### src/rtl/vend_pkg.sv
// Package: shared credit encoding for the vending controller.
// Assumes a two-bit binary code whose top value is the paid state.
package vend_pkg;
    localparam int CREDIT_W = 2;
    localparam int SUM_W    = CREDIT_W + 1;

    typedef enum logic [CREDIT_W-1:0] {
        CR_0  = 2'b00,
        CR_5  = 2'b01,
        CR_10 = 2'b10,
        CR_15 = 2'b11
    } credit_e;

    localparam logic [SUM_W-1:0] STEP_NICKEL = SUM_W'(1);
    localparam logic [SUM_W-1:0] STEP_DIME   = SUM_W'(2);
    localparam logic [SUM_W-1:0] SUM_LIMIT   = SUM_W'(CR_15);
endpackage

### src/rtl/vend_next_credit.sv
// Module: combinational next-credit function.
// Reset gates the result to zero credit. A collision of both coins, or the
// paid state, holds the present value. Otherwise the coin weight is added
// and the sum saturates at the paid code.
// Assumes: run_i is the active-high form of the synchronous reset.
module vend_next_credit
    import vend_pkg::*;
(
    input  credit_e cur_i,
    input  logic    run_i,
    input  logic    nickel_i,
    input  logic    dime_i,
    output credit_e nxt_o,
    output logic    clash_o
);
    logic [SUM_W-1:0] weight;
    logic [SUM_W-1:0] sum;

    // Purpose: flag the illegal simultaneous-coin case.
    always_comb clash_o = nickel_i & dime_i;

    // Purpose: weight of the coin seen this cycle.
    always_comb begin
        weight = '0;
        if (nickel_i)    weight = STEP_NICKEL;
        else if (dime_i) weight = STEP_DIME;
    end

    // Purpose: saturating credit update with reset gating.
    always_comb begin
        sum = {1'b0, cur_i} + weight;
        if (!run_i)
            nxt_o = CR_0;
        else if (clash_o || cur_i == CR_15)
            nxt_o = cur_i;
        else if (sum >= SUM_LIMIT)
            nxt_o = CR_15;
        else
            nxt_o = credit_e'(sum[CREDIT_W-1:0]);
    end
endmodule

### src/rtl/vend_credit_reg.sv
// Module: credit state flops and the registered collision fault.
// Assumes the next-credit input already carries the reset gating.
// The fault flop is cleared by reset directly.
module vend_credit_reg
    import vend_pkg::*;
(
    input  logic    clk,
    input  logic    rst_n,
    input  credit_e nxt_i,
    input  logic    clash_i,
    output credit_e cur_o,
    output logic    fault_o
);
    // Purpose: hold the present credit.
    always_ff @(posedge clk) cur_o <= nxt_i;

    // Purpose: one-cycle fault pulse after a coin collision.
    always_ff @(posedge clk) begin
        if (!rst_n) fault_o <= 1'b0;
        else        fault_o <= clash_i;
    end
endmodule

### src/rtl/vend_release_reg.sv
// Module: retimed release flop.
// Loads the paid decode of the next credit, so the pin is driven straight
// from a flop and changes at the same edge as the credit register.
// Assumes a synchronous active-low reset.
module vend_release_reg
    import vend_pkg::*;
(
    input  logic    clk,
    input  logic    rst_n,
    input  credit_e nxt_i,
    output logic    release_o
);
    // Purpose: register the paid condition one step ahead.
    always_ff @(posedge clk) begin
        if (!rst_n) release_o <= 1'b0;
        else        release_o <= (nxt_i == CR_15);
    end
endmodule

### src/rtl/coin_vend_ctrl.sv
// Module: top of the coin-accumulating vending controller.
// RETIMED=1 drives release from its own flop fed by the next-credit logic.
// RETIMED=0 decodes release from the credit register.
// Assumes: coins arrive as pulses synchronous to clk, and reset is
// synchronous and active low.
module coin_vend_ctrl
    import vend_pkg::*;
#(
    parameter bit RETIMED = 1'b1
) (
    input  logic                clk,
    input  logic                rst_n,
    input  logic                nickel_i,
    input  logic                dime_i,
    output logic [CREDIT_W-1:0] credit_o,
    output logic                release_o,
    output logic                fault_o
);
    credit_e cur;
    credit_e nxt;
    logic    clash;

    vend_next_credit u_next (
        .cur_i    (cur),
        .run_i    (rst_n),
        .nickel_i (nickel_i),
        .dime_i   (dime_i),
        .nxt_o    (nxt),
        .clash_o  (clash)
    );

    vend_credit_reg u_state (
        .clk     (clk),
        .rst_n   (rst_n),
        .nxt_i   (nxt),
        .clash_i (clash),
        .cur_o   (cur),
        .fault_o (fault_o)
    );

    generate
        if (RETIMED) begin : g_retimed
            vend_release_reg u_rel (
                .clk       (clk),
                .rst_n     (rst_n),
                .nxt_i     (nxt),
                .release_o (release_o)
            );
        end else begin : g_decoded
            // Purpose: release decoded from the present credit.
            assign release_o = (cur == CR_15);
        end
    endgenerate

    // Purpose: expose the credit code.
    assign credit_o = cur;
endmodule

### config.mk
export PLATFORM = sky130hd
export DESIGN_NAME = coin_vend_ctrl
export DESIGN_NICKNAME = d
export VERILOG_FILES = /design/src/rtl/vend_pkg.sv /design/src/rtl/vend_next_credit.sv /design/src/rtl/vend_credit_reg.sv /design/src/rtl/vend_release_reg.sv /design/src/rtl/coin_vend_ctrl.sv
export SDC_FILE = /design/constraint.sdc
export NUM_CORES = 1
export LEC_CHECK = 0
export BUFFER_PORTS_ARGS = -buffer_cell sky130_fd_sc_hd__buf_2
export CELL_PAD_IN_SITES_DETAIL_PLACEMENT = 1
export CELL_PAD_IN_SITES_GLOBAL_PLACEMENT = 1
export CORE_AREA = 3 3 40 42
export DETAILED_ROUTE_END_ITERATION = 10
export DIE_AREA = 0 0 43 45
export PLACE_DENSITY = 0.46
export SETUP_SLACK_MARGIN = 0.1
export SLEW_MARGIN = 20
export SYNTH_ARGS = -nofsm -noshare
export SYNTH_HDL_FRONTEND = slang
export SYNTH_HIERARCHICAL = 1
export SYNTH_SLANG_ARGS = --single-unit
### constraint.sdc
create_clock -name clk -period 2.95 [get_ports clk]
set_input_delay 0.295 -clock clk [delete_from_list [all_inputs] [get_ports clk]]
set_output_delay 0.295 -clock clk [all_outputs]
set_load 0.02 [all_outputs]
==> out/metrics.cfg <==
[outcome]
status = complete, no violations

[drt]
vias = 173
drt_drc_violations_left = 0
avgRoutedWirePerCell_um = 10.05
postRouteAntennaNets = 0
firstDrtPassIters = 1
wl_um = 442
drt_iter0_markers = 0
routed_via_density = 3.932

[logic_synthesis]
synth_cell_types = 12
ys_ff_latch = 4
yosys-top-cells-area = dfxtp_1 42%, fa_1 11%, o32ai_1 9.3%
syn_nets = 25
yosys.area.top_type_share = 0.4238
synth_cells = 19
netlist_top_cells_count = 4 x dfxtp_1, 2 x a21oi_1, 2 x nand2_1, 2 x nor2_1, 2 x o32ai_1
synth_area_sq_um = 188.9
yosysSeqAreaShare = 0.4238
async_reset_ff_frac = 0
synth_edf_count = 0
synth.most_common_cell = dfxtp_1
synth_top_cell_by_area = dfxtp_1
synth_ff_type = dfxtp_1
synth_area_per_cell_sq_um = 9.944
ys_warn_count = 6

[placement]
place_area_sq_um = 242.7
dp_cells = 41
gp_congestion = 0.6661
dp_hpwl_um = 374.5
port_buffers = 7

[grt]
track_usage = 0.06255
grt_pass1_wl_um = 786
gr-total-overflow = 0
antenna_found_initial = 0
grt_max_degree = 6
grt_pass1_vias = 211

[floorplanning]
rows = 13
fp.dieArea_sq_um = 1935
io_pins = 8
coreArea_sq_um = 1285
start_util = 0.1470
dieHeight_um = 45
dieWidth_um = 43

[power]
power.leakage_nw = 0.1311
finalPower_mw = 0.1852
vdd.ir_drop.worst_v = 0.0001065
power-per-cell-area_nw_per_um2 = 698.2

[critical_path]
reg2reg_from = u_state/cur_o[0]
worstSetupEndpointType = flop
r2r-end = g_retimed.u_rel/release_o
r2r_cells = 5
path_class = flop to flop
cp_max_fo = 4
cp-start-kind = flop
cp.required_ps = 3120
ff2ff_setup_slack_ps = 1380
arrival_ps = 1740

[finish]
final_cells = 44
fillers = 156
antenna_cells = 0
nNetsFinal = 37
area_growth_pct = 40.40
stdcell_area_sq_um = 265.3
drive_gt1_frac = 0.4138

[clock_network]
numCtsBuffers = 3
clock_latency_ps = 230
htreeDepth = 1
postCtsSetupRepairBufs = 0
clkSinkCount = 4
cts_resized = 0
cts_tree = yes
path_clk_slew_ps = 40
cts_max_path_buffers = 2
cts_root_buffer = clkbuf_4
cts_hold_buffers = 0

[timing]
rsz0062_at_grt = no
fin_skew_ps = 0.7130
setup_viol = 0
fin_crit_ps = 1567
fin_hold_ws_ps = 325.6
fmax_mhz = 638.0
maxSlewViolCount = 0
tightest_slew_ps = 301.2
maxSlewHeadroom = 0.7986
hold_viol = 0
final.period_utilization = 0.5313
finalSetupTns_ps = 0

[min_path]
whs_endpoint = u_state/fault_o
hold_class = input port to flop
holdPathStages = 2
min_from = rst_n

[flow_run]
drv_cap = 0

## cells by family after synthesis
kind of cell               after synthesis  synth area share
adders and majority gates                2            0.1722
and+or+nand+nor                          8            0.2385
AOI/OAI and AO/OA                        4            0.1457
DFF                                      4            0.4239
buffers and inverters                    1           0.01985
## flip-flops by register name, indices dropped and copies added (netlist names)
| name | count |
|---|---|
| u_state/fault_o | 1 |
| u_state/cur_o | 2 |
| g_retimed.u_rel/release_o | 1 |
## placed cells by master (no fill, tap or decap)
master | synthesis | routed
ha_1 | 1 | 1
o32ai_1 | 2 | 2
and2b_2 | 1 | 1
a21oi_1 | 2 | 2
clkbuf_4 | 0 | 3
nand2_1 | 2 | 2
nor2_1 | 2 | 2
and2_4 | 1 | 1
dfxtp_1 | 4 | 4
inv_1 | 1 | 1
fa_1 | 1 | 1
buf_2 | 0 | 7
and3_1 | 1 | 1
and2_1 | 1 | 1
## worst max-delay path, cell delays in order, from the launching register on
cell,delay (ps)
dfxtp_1,330
ha_1,200
fa_1,480
nor2_1,40
o32ai_1,250
and3_1,210
## worst max-delay path by stage
| stage | from | to | slack, ps | depth (start not counted) |
|---|---|---|---|---|
| floorplan | u_state/cur_o[0] | g_retimed.u_rel/release_o | 1400 | 5 |
| global placement | nickel_i | g_retimed.u_rel/release_o | 1280 | 6 |
| detailed placement | nickel_i | g_retimed.u_rel/release_o | 1240 | 6 |
| CTS | u_state/cur_o[0] | g_retimed.u_rel/release_o | 1360 | 5 |
| global route | u_state/cur_o[0] | g_retimed.u_rel/release_o | 1300 | 5 |
| finish | u_state/cur_o[0] | g_retimed.u_rel/release_o | 1380 | 5 |
## power breakdown
group	internal, mW	leakage, nW	switching (mW)
clock	0.0455	0.0138	0.0226
sequential	0.0621	0.0329	0.00762
combinational	0.0201	0.0843	0.0273
## area by class of cell
| type | instances | area (sq um) | area share |
|---|---|---|---|
| Inverter | 1 | 3.754 | 0.01415 |
| Sequential cell | 4 | 80.08 | 0.3019 |
| Clock buffer | 3 | 22.52 | 0.08491 |
| Tap cell | 15 | 18.77 | 0.07075 |
| Multi-Input combinational cell | 14 | 105.1 | 0.3962 |
| Timing Repair Buffer | 7 | 35.03 | 0.1321 |
## layer usage
layer,GRT usage,routed length (um)
met4,0.07229,8
met5,0,0
met1,0.04116,134
met3,0.03586,9
met2,0.1108,290
## through the flow
stage               utilization  setup WS, ps
finish                   0.2064          1383
global placement         0.1889          1278
detailed placement       0.1889          1238
global route             0.2064          1304
floorplan                     -          1405
CTS                      0.2064          1359
Power figures use the tool's default switching activity.
